===== src/rtl/pmcc_pkg.sv =====
package pmcc_pkg;

   typedef enum logic [1:0] {
      MD_ACTIVE = 2'd0,
      MD_PSAVE  = 2'd1,
      MD_IDLE   = 2'd2,
      MD_HALT   = 2'd3
   } pm_mode_e;

   typedef enum logic [1:0] {
      SRC_NONE = 2'd0,
      SRC_MAIN = 2'd1,
      SRC_PLL  = 2'd2,
      SRC_SLOW = 2'd3
   } sys_src_e;

   localparam int unsigned N_GATES = 3;

   function automatic logic is_reduced(pm_mode_e m);
      return (m == MD_PSAVE) || (m == MD_IDLE);
   endfunction

   function automatic logic is_dormant(pm_mode_e m);
      return (m == MD_IDLE) || (m == MD_HALT);
   endfunction

endpackage


===== src/rtl/pmcc_mode_fsm.sv =====
module pmcc_mode_fsm
   import pmcc_pkg::*;
#(
   parameter int unsigned CNT_W = 8,
   parameter int unsigned N_AUX = 2
) (
   input  logic              clk_i,
   input  logic              rst_ni,
   input  logic              cfg_we_i,
   input  pm_mode_e          cfg_mode_i,
   input  logic              cfg_hf_off_i,
   input  logic              cfg_slow_div_i,
   input  logic              cfg_sys_pll_i,
   input  logic [N_AUX-1:0]  cfg_aux_i,
   input  logic [CNT_W-1:0]  cfg_settle_i,
   input  logic              wake_i,
   output pm_mode_e          mode_o,
   output logic              waking_o,
   output logic              hf_off_o,
   output logic              slow_div_o,
   output logic              sys_pll_o,
   output logic [N_AUX-1:0]  aux_req_o,
   output logic              err_o
);

   pm_mode_e          mode_q;
   logic              waking_q;
   logic [CNT_W-1:0]  cnt_q;
   logic [CNT_W-1:0]  settle_q;
   logic              hf_off_q;
   logic              slow_div_q;
   logic              sys_pll_q;
   logic [N_AUX-1:0]  aux_q;
   logic              err_q;

   logic wake_hit;
   logic wr_ok;
   logic off_allowed;
   logic off_refused;

   // wake wins over a write in the same cycle
   assign wake_hit    = wake_i && is_dormant(mode_q) && !waking_q;
   assign wr_ok       = cfg_we_i && !waking_q && !wake_hit;
   assign off_allowed = is_reduced(cfg_mode_i) && !cfg_slow_div_i;
   assign off_refused = wr_ok && is_reduced(cfg_mode_i) && cfg_hf_off_i && cfg_slow_div_i;

   always_ff @(posedge clk_i or negedge rst_ni) begin
      if (!rst_ni) begin
         mode_q     <= MD_ACTIVE;
         waking_q   <= 1'b0;
         cnt_q      <= '0;
         settle_q   <= '0;
         hf_off_q   <= 1'b0;
         slow_div_q <= 1'b0;
         sys_pll_q  <= 1'b0;
         aux_q      <= '0;
      end else if (wake_hit) begin
         waking_q  <= 1'b1;
         cnt_q     <= '0;
         hf_off_q  <= 1'b0;
         sys_pll_q <= 1'b0;
      end else if (waking_q) begin
         if (cnt_q == settle_q) begin
            mode_q   <= MD_ACTIVE;
            waking_q <= 1'b0;
         end else begin
            cnt_q <= cnt_q + 1'b1;
         end
      end else if (wr_ok) begin
         mode_q     <= cfg_mode_i;
         hf_off_q   <= cfg_hf_off_i && off_allowed;
         slow_div_q <= cfg_slow_div_i;
         sys_pll_q  <= cfg_sys_pll_i;
         aux_q      <= cfg_aux_i;
         settle_q   <= cfg_settle_i;
      end
   end

   always_ff @(posedge clk_i or negedge rst_ni) begin
      if (!rst_ni) begin
         err_q <= 1'b0;
      end else if (off_refused) begin
         err_q <= 1'b1;
      end
   end

   assign mode_o     = mode_q;
   assign waking_o   = waking_q;
   assign hf_off_o   = hf_off_q;
   assign slow_div_o = slow_div_q;
   assign sys_pll_o  = sys_pll_q;
   assign aux_req_o  = aux_q;
   assign err_o      = err_q;

endmodule


===== src/rtl/pmcc_clk_switch.sv =====
module pmcc_clk_switch
   import pmcc_pkg::*;
#(
   parameter int unsigned GAP_CYCLES = 2
) (
   input  logic               clk_i,
   input  logic               rst_ni,
   input  sys_src_e           tgt_i,
   output logic [N_GATES-1:0] gate_o
);

   localparam int unsigned GAP_W = (GAP_CYCLES < 2) ? 1 : $clog2(GAP_CYCLES);
   localparam logic [GAP_W-1:0] GAP_LAST = GAP_W'(GAP_CYCLES - 1);

   sys_src_e         cur_q;
   logic [GAP_W-1:0] gap_q;

   always_ff @(posedge clk_i or negedge rst_ni) begin
      if (!rst_ni) begin
         cur_q <= SRC_MAIN;
         gap_q <= '0;
      end else if ((tgt_i != cur_q) && (cur_q != SRC_NONE)) begin
         // break: drop the old gate first
         cur_q <= SRC_NONE;
         gap_q <= '0;
      end else if (cur_q == SRC_NONE) begin
         if ((tgt_i != SRC_NONE) && (gap_q == GAP_LAST)) begin
            cur_q <= tgt_i;
         end else if (gap_q != GAP_LAST) begin
            gap_q <= gap_q + 1'b1;
         end
      end
   end

   for (genvar g = 0; g < N_GATES; g++) begin : g_gate
      assign gate_o[g] = (cur_q == sys_src_e'(g + 1));
   end

endmodule


===== src/rtl/pwr_clk_ctrl.sv =====
module pwr_clk_ctrl
   import pmcc_pkg::*;
#(
   parameter int unsigned CNT_W      = 8,
   parameter int unsigned N_AUX      = 2,
   parameter int unsigned GAP_CYCLES = 2
) (
   input  logic              clk_i,
   input  logic              rst_ni,
   input  logic              cfg_we_i,
   input  logic [1:0]        cfg_mode_i,
   input  logic              cfg_hf_off_i,
   input  logic              cfg_slow_div_i,
   input  logic              cfg_sys_pll_i,
   input  logic [N_AUX-1:0]  cfg_aux_i,
   input  logic [CNT_W-1:0]  cfg_settle_i,
   input  logic              wake_i,
   output logic [1:0]        mode_o,
   output logic              waking_o,
   output logic              hf_osc_en_o,
   output logic              lf_osc_en_o,
   output logic [2:0]        sys_gate_o,
   output logic              slow_div_sel_o,
   output logic              slow_run_o,
   output logic              tmr_clk_run_o,
   output logic [N_AUX-1:0]  aux_en_o,
   output logic              cfg_err_o
);

   if (CNT_W < 1) begin : g_bad_cnt
      $error("CNT_W must be at least 1");
   end
   if (N_AUX < 1) begin : g_bad_aux
      $error("N_AUX must be at least 1");
   end
   if (GAP_CYCLES < 1) begin : g_bad_gap
      $error("GAP_CYCLES must be at least 1");
   end

   pm_mode_e         mode;
   logic             waking;
   logic             hf_off;
   logic             sys_pll;
   logic [N_AUX-1:0] aux_req;
   sys_src_e         tgt_src;
   logic             hf_en;

   pmcc_mode_fsm #(
      .CNT_W (CNT_W),
      .N_AUX (N_AUX)
   ) u_fsm (
      .clk_i          (clk_i),
      .rst_ni         (rst_ni),
      .cfg_we_i       (cfg_we_i),
      .cfg_mode_i     (pm_mode_e'(cfg_mode_i)),
      .cfg_hf_off_i   (cfg_hf_off_i),
      .cfg_slow_div_i (cfg_slow_div_i),
      .cfg_sys_pll_i  (cfg_sys_pll_i),
      .cfg_aux_i      (cfg_aux_i),
      .cfg_settle_i   (cfg_settle_i),
      .wake_i         (wake_i),
      .mode_o         (mode),
      .waking_o       (waking),
      .hf_off_o       (hf_off),
      .slow_div_o     (slow_div_sel_o),
      .sys_pll_o      (sys_pll),
      .aux_req_o      (aux_req),
      .err_o          (cfg_err_o)
   );

   always_comb begin
      unique case (mode)
         MD_ACTIVE: tgt_src = sys_pll ? SRC_PLL : SRC_MAIN;
         MD_PSAVE:  tgt_src = SRC_SLOW;
         default:   tgt_src = SRC_NONE;
      endcase
   end

   pmcc_clk_switch #(
      .GAP_CYCLES (GAP_CYCLES)
   ) u_switch (
      .clk_i  (clk_i),
      .rst_ni (rst_ni),
      .tgt_i  (tgt_src),
      .gate_o (sys_gate_o)
   );

   assign hf_en = (mode == MD_ACTIVE) || waking || (is_reduced(mode) && !hf_off);

   for (genvar a = 0; a < N_AUX; a++) begin : g_aux
      assign aux_en_o[a] = aux_req[a] && hf_en;
   end

   assign mode_o        = mode;
   assign waking_o      = waking;
   assign hf_osc_en_o   = hf_en;
   assign lf_osc_en_o   = 1'b1;
   assign slow_run_o    = (mode != MD_HALT);
   assign tmr_clk_run_o = slow_run_o;

endmodule


===== config.mk =====
export PLATFORM = sky130hd
export DESIGN_NAME = pwr_clk_ctrl
export DESIGN_NICKNAME = d
export VERILOG_FILES = /design/src/rtl/pmcc_pkg.sv /design/src/rtl/pmcc_mode_fsm.sv /design/src/rtl/pmcc_clk_switch.sv /design/src/rtl/pwr_clk_ctrl.sv
export SDC_FILE = /design/constraint.sdc
export NUM_CORES = 1
export LEC_CHECK = 0
export ABC_AREA = 0
export BUFFER_PORTS_ARGS = -buffer_cell sky130_fd_sc_hd__buf_2
export CORE_ASPECT_RATIO = 1.2
export CORE_MARGIN = 5
export CORE_UTILIZATION = 53
export CTS_CLUSTER_DIAMETER = 30
export CTS_CLUSTER_SIZE = 28
export DETAILED_ROUTE_END_ITERATION = 6
export HOLD_SLACK_MARGIN = 0.03
export PLACE_DENSITY_LB_ADDON = 0.12
export REMOVE_ABC_BUFFERS = 1
export SLEW_MARGIN = 20
export SYNTH_ARGS = -nofsm -noshare
export SYNTH_HDL_FRONTEND = slang
export SYNTH_SLANG_ARGS = --single-unit

===== constraint.sdc =====
create_clock -name clk_i -period 3.3 [get_ports clk_i]
set_input_delay 0.33 -clock clk_i [delete_from_list [all_inputs] [get_ports clk_i]]
set_output_delay 0.33 -clock clk_i [all_outputs]
set_load 0.02 [all_outputs]

== After elaboration in Yosys (flattened, before gate mapping) ==
Index checks and enable logic that the tools add are counted.

* Bits in registers: 28
* Latch bits: 0
* RAM bits: 0
* ROM bits: 0
* Input bits: 19
* Memories: 0

* Add/sub/neg operators: 2
* Multipliers: 0
* Divide/modulo/power cells: 0
* $lt $le $gt $ge: 0
* Equality and inequality tests: 15
* Shifts and indexed selects: 0
* Muxes and demuxes: 24
* Bitwise operators: 2
* Reductions and logical operators: 38

{| class="wikitable"
|+ Operator list
! cell !! number
|-
| $mux W8 || 3
|-
| $logic_and A1 B1 Y1 || 14
|-
| $mux W2 || 7
|-
| $reduce_bool A2 Y1 || 7
|-
| $mux W1 || 13
|-
| $eq A2 B2 Y1 const B || 5
|-
| $add A8 B1 Y8 const B || 1
|-
| $eq A8 B8 Y1 || 1
|-
| $reduce_and A2 Y1 || 4
|-
| $eq A2 B1 Y1 const B || 3
|-
| $ne A2 B2 Y1 const B || 3
|-
| $reduce_and A3 Y1 || 2
|-
| $logic_or A1 B1 Y1 || 5
|-
| $logic_not A1 Y1 || 4
|-
| $logic_not A2 Y1 || 2
|-
| $ne A2 B1 Y1 const B || 2
|-
| $pmux W2 S2 || 1
|-
| $ne A2 B2 Y1 || 1
|-
| $not A1 Y1 || 2
|-
| $add A1 B1 Y1 const B || 1
|}

== Longest topological paths before layout ==
* Word-level depth: 9
* Depth in mapped cells: 8

== Modules after synthesis ==
From an unflattened synthesis, not the netlist that was laid out.

* Cells, all modules: 177
* Area total of the unflattened synthesis: 1,627.8 um2

{| class="wikitable"
|+ Modules (own cells, without submodules)
! module !! times used !! cells each !! area each (um2) !! seq. area each (um2)
|-
| pmcc_mode_fsm || 1 || 140 || 1,295.0 || 625.6
|-
| pmcc_clk_switch || 1 || 20 || 195.2 || 76.3
|-
| pwr_clk_ctrl || 1 || 17 || 137.6 || 0.0
|}

== Worst setup path before layout ==
Ideal clock, no wire load.

* Kind: reg-to-reg
* Start: reg u_fsm.mode_q[0], in the netlist u_fsm.mode_o[0]
* End: reg u_switch.gap_q
* Library setup time: 0.101 ns
* Data arrival time: 1.668 ns
* Path slack: 1.531 ns
* Cell stages (with the launch flop): 6
* Path through: dfrtp_1 -> inv_1 -> ha_1 -> a31oi_2 -> mux2_2 -> o32ai_1

* Cells in the longest elaborated chain, start to end: 6
* Elaborated cells on any way between the ends: 11

{| class="wikitable"
|+ RTL lines
! item !! RTL line !! source
|-
| from (decl) || pmcc_mode_fsm.sv:26 || <nowiki>pm_mode_e mode_q;</nowiki>
|-
| from (signal assigned) || pmcc_mode_fsm.sv:70 || <nowiki>mode_q <= cfg_mode_i;</nowiki>
|-
| $eq A2 B1 Y1 or $logic_not A2 Y1 (tied branches) || pwr_clk_ctrl.sv:72 || <nowiki>unique case (mode)</nowiki>
|-
| $pmux W2 S2 * || pwr_clk_ctrl.sv:72 ||
|-
| $ne A2 B2 Y1 or $reduce_bool A2 Y1 (tied branches) || pmcc_clk_switch.sv:22, pmcc_clk_switch.sv:27 ||
|-
| $logic_and A1 B1 Y1 (on tied branches) || pmcc_clk_switch.sv:22, pmcc_clk_switch.sv:27 ||
|-
| $ne A2 B1 Y1 (no source line) or $reduce_bool A2 Y1 (tied branches) || - ||
|-
| $reduce_and A2 Y1 (no source line) || - ||
|-
| to (signal assigned) || pmcc_clk_switch.sv:30 || <nowiki>gap_q <= gap_q + 1'b1;</nowiki>
|-
| to (decl) || pmcc_clk_switch.sv:16 || <nowiki>logic [GAP_W-1:0] gap_q;</nowiki>
|}

Mark *: on every way between the ends. The rest lies on a longest branch, timed or not.
A chain may end at the register's enable or synchronous reset.

== Worst setup path in the final report ==
* Start: reg u_fsm.mode_q[0], in the netlist u_fsm.mode_o[0]
* End: out aux_en_o[1]

* Cells in the longest elaborated chain, start to end: 5
* Elaborated cells on any way between the ends: 8

{| class="wikitable"
|+ RTL lines
! item !! RTL line !! source
|-
| $eq A2 B1 Y1 or $eq A2 B2 Y1 (tied branches) || pmcc_pkg.sv:20 || <nowiki>return (m == MD_PSAVE) || (m == MD_IDLE);</nowiki>
|-
| $logic_or A1 B1 Y1 || pmcc_pkg.sv:20 ||
|-
| $logic_and A1 B1 Y1 || pwr_clk_ctrl.sv:88 || <nowiki>assign hf_en = (mode == MD_ACTIVE) || waking || (is_reduced(mode) && !hf_off);</nowiki>
|-
| $logic_or A1 B1 Y1 * || pwr_clk_ctrl.sv:88 ||
|-
| $logic_and A1 B1 Y1 * || pwr_clk_ctrl.sv:91 || <nowiki>assign aux_en_o[a] = aux_req[a] && hf_en;</nowiki>
|-
| to (decl) || pwr_clk_ctrl.sv:26 || <nowiki>output logic [N_AUX-1:0] aux_en_o,</nowiki>
|}

Marks and branches as above.

==> flow_summary_export.csv <==
group,metric,value,unit
logic_synthesis,netlist_instances,162,
floorplanning,coreArea,2790,um2
placed_design,dp_hpwl,2.25,mm
setup_path,rr_worst_depth,6,
status,status,"finished clean",
placed_design,gp_congestion,0.768,
detailed_routing,via_per_inst,5.23,
detailed_routing,ant_nets,0,
logic_synthesis,syn_area,1530,um2
detailed_routing,drtIter0Drc,59,
sta,maxSlewHeadroom,58.1,%
clocking,cts_buffer_depth,2,
flow_run,cap_violations,0,
logic_synthesis,synth_top_area_share,44.3,%
floorplanning,die_w,59.0,um
logic_synthesis,synth-warning-count,0,
layout,drive_gt1_share,21.6,%
placed_design,io_buffers,31,
power,leakage,0.903,nW
clocking,cts_tree,"built",
detailed_routing,num_vias,1171,
clocking,clk_pin_slew,150,ps
logic_synthesis,async_flop_share,100,%
detailed_routing,wirelength,2.99,mm
sta,slew_violations,0,
sta,finalHoldViolCount,0,
min_path,holdPathEnd,"u_fsm.settle_q[0]$_DFFE_PN0P_",
logic_synthesis,synth-main-ff-cell,"dfrtp_1",
layout,finalNonFillerCells,224,
floorplanning,rows,21,
layout,syn2layout_area_growth,12.8,%
logic_synthesis,yosys-top-cells-area,"dfrtp_1, nand2_1, mux2i_1, xnor2_1, ha_1",
sta,setup_violations,0,
detailed_routing,drt_pass1_iterations,4,
grt,grt_max_degree,29,
logic_synthesis,synth_edf_count,0,
setup_path,critical_path_class,"reg2out",
layout,antennaDiodeCount,0,
setup_path,cp-end-kind,"output port",
grt,grt.overflow.total,0,
sta,finalCritPeriodShare,65.8,%
setup_path,start_kind,"flop",
clocking,cts-buffers-inserted,3,
grt,grt_usage,16.7,%
power,powerDensity,915,nW/um2
setup_path,reg2reg_slack,1210,ps
logic_synthesis,ys_ff_latch,28,
logic_synthesis,ys_types,37,
sta,tns,0,ps
sta,final.min_clock_period,2170,ps
layout,fin_nets,216,
setup_path,worstPathMaxFanout,4,
setup_path,r2r_start,"u_fsm.mode_o[0]$_DFFE_PN0P_",
floorplanning,start_util,54.8,%
floorplanning,die_h,68.8,um
setup_path,cp.required,2970,ps
sta,rsz0062_at_grt,"false",
sta,skew,9.82,ps
sta,fmax,461,MHz
sta,tightest_slew,628,ps
logic_synthesis,post-synth-top-area-cell,"dfrtp_1",
logic_synthesis,syn_area_per_cell,9.42,um2
detailed_routing,drc_errors,0,
min_path,holdPathStages,3,
layout,stdcell_area,1720,um2
min_path,min_from,"cfg_settle_i[0]",
floorplanning,die_area,4060,um2
layout,fin_util,61.8,%
setup_path,arrival,1840,ps
detailed_routing,routedWlPerCell,13.3,um
grt,grt_pass1_wl,5.09,mm
placed_design,dpl-instance-area,1680,um2
logic_synthesis,seq_area_frac_synth,46.0,%
setup_path,regToRegEndpoint,"u_fsm.hf_off_o$_DFFE_PN0P_",
power,vdd.ir_drop.worst,0.534,mV
placed_design,dp.cells,219,
clocking,cts_root_buf,"clkbuf_4",
clocking,h-tree-depth,1,
clocking,clock_sinks,28,
grt,grt_pass1_vias,1130,
min_path,min_path_type,"in2reg",
grt,antenna_found_initial,0,
clocking,clock_latency,330,ps
floorplanning,io-pin-count,33,
worst max-delay path by stage:
stage                                            from                          to  depth (start not counted)
after floorplan           u_fsm.mode_o[0]$_DFFE_PN0P_  u_fsm.hf_off_o$_DFFE_PN0P_                          6
after global placement    u_fsm.mode_o[0]$_DFFE_PN0P_  u_fsm.hf_off_o$_DFFE_PN0P_                          6
after detailed placement  u_fsm.mode_o[0]$_DFFE_PN0P_  u_fsm.hf_off_o$_DFFE_PN0P_                          6
after CTS                 u_fsm.mode_o[0]$_DFFE_PN0P_                 aux_en_o[1]                          5
after global routing      u_fsm.mode_o[0]$_DFFE_PN0P_                 aux_en_o[1]                          5
final                     u_fsm.mode_o[0]$_DFFE_PN0P_                 aux_en_o[1]                          5
layout make-up:
| class | count | area [um2] |
|---|---|---|
| Inverter | 10 | 37.5 |
| Multi-Input combinational cell | 116 | 738 |
| Tap cell | 34 | 42.5 |
| Sequential cell | 28 | 702 |
| Clock buffer | 4 | 36.3 |
| Fill cell | 263 | 1060 |
| Timing Repair Buffer | 32 | 165 |
repair_timing:
action                                 in CTS  in global routing
resized for setup                           0                  0
hold buffers                                1                  0
endpoints found under the hold margin      27                  0
buffers inserted                            0                  0
power by group:
group	total, mW	internal (mW)	switching [mW]
Combinational	0.770	0.322	0.448
Clock	0.167	0.0675	0.0992
Sequential	0.638	0.495	0.144
metrics by stage:
step	hold slack [ps]	power [mW]	setup WS, ps
after floorplan	34.4	1.21	1470
after global placement	378	1.39	1430
after detailed placement	385	1.43	1250
after CTS	162	1.59	1090
after global routing	157	1.72	965
final	172	1.58	1130
placed cells by master, fill, tap and decap left out, types with 2 or more instances in the layout:
master	synthesis	layout
o21ai_0	2	2
and2_1	2	2
nand4_2	2	2
o211ai_1	3	3
buf_2	2	31
xnor2_1	9	9
nand2b_1	3	3
nand2_1	47	47
o2111ai_1	2	2
ha_1	6	6
inv_1	10	10
a211oi_1	2	2
and3_1	2	2
mux2i_1	8	8
nor2_1	4	4
nor2b_1	6	6
clkbuf_4	0	3
o31ai_1	2	2
a21oi_1	2	2
dfrtp_1	27	27
metal layers:
layer,GRT usage [%],vias up,wire length (um)
li1,-,587,-
met1,19.0,555,1230
met2,31.5,25,1580
met3,1.68,4,132
met4,6.80,0,40
met5,0,-,0
kinds of logic after synthesis:
family,synth area share (%)
AO/OA/AOI/OAI,10.7
AND/OR/NAND/NOR,20.7
other,0.246
adder cells (fa/ha/maj),4.92
multiplexers,5.98
XOR/XNOR,5.74
flip-flops,46.0
buffers and inverters,5.66
critical path, cell delays in order (launching register included):
cell and delay, ps:
dfrtp_1 430, inv_1 120, ha_1 310, a211oi_1 380, nor2b_1 90, buf_2 170
state kept, by name (all words and copies together) (netlist names):
register,cells
u_fsm.cnt_q,8
u_fsm.settle_q,8
u_fsm.aux_req_o,2
u_fsm.mode_o,2
u_switch.cur_q,2
u_fsm.err_o,1
u_fsm.hf_off_o,1
u_fsm.slow_div_o,1
u_fsm.sys_pll_o,1
u_fsm.waking_o,1
u_switch.gap_q,1
cells in the mapped netlist (2+ instances only):
library cell and number:
xnor2_1 9, nor2b_1 6, o211ai_1 3, a21oi_1 2
buf_4 4, mux2i_1 8, and3_1 2, nand2b_1 3
dfrtp_1 27, nand4_2 2, o21ai_0 2, o31ai_1 2
buf_2 2, a211oi_1 2, inv_1 10, o2111ai_1 2
nand2_1 47, and2_1 2, ha_1 6, nor2_1 4
Note: power is estimated with default switching activity, not from simulation.
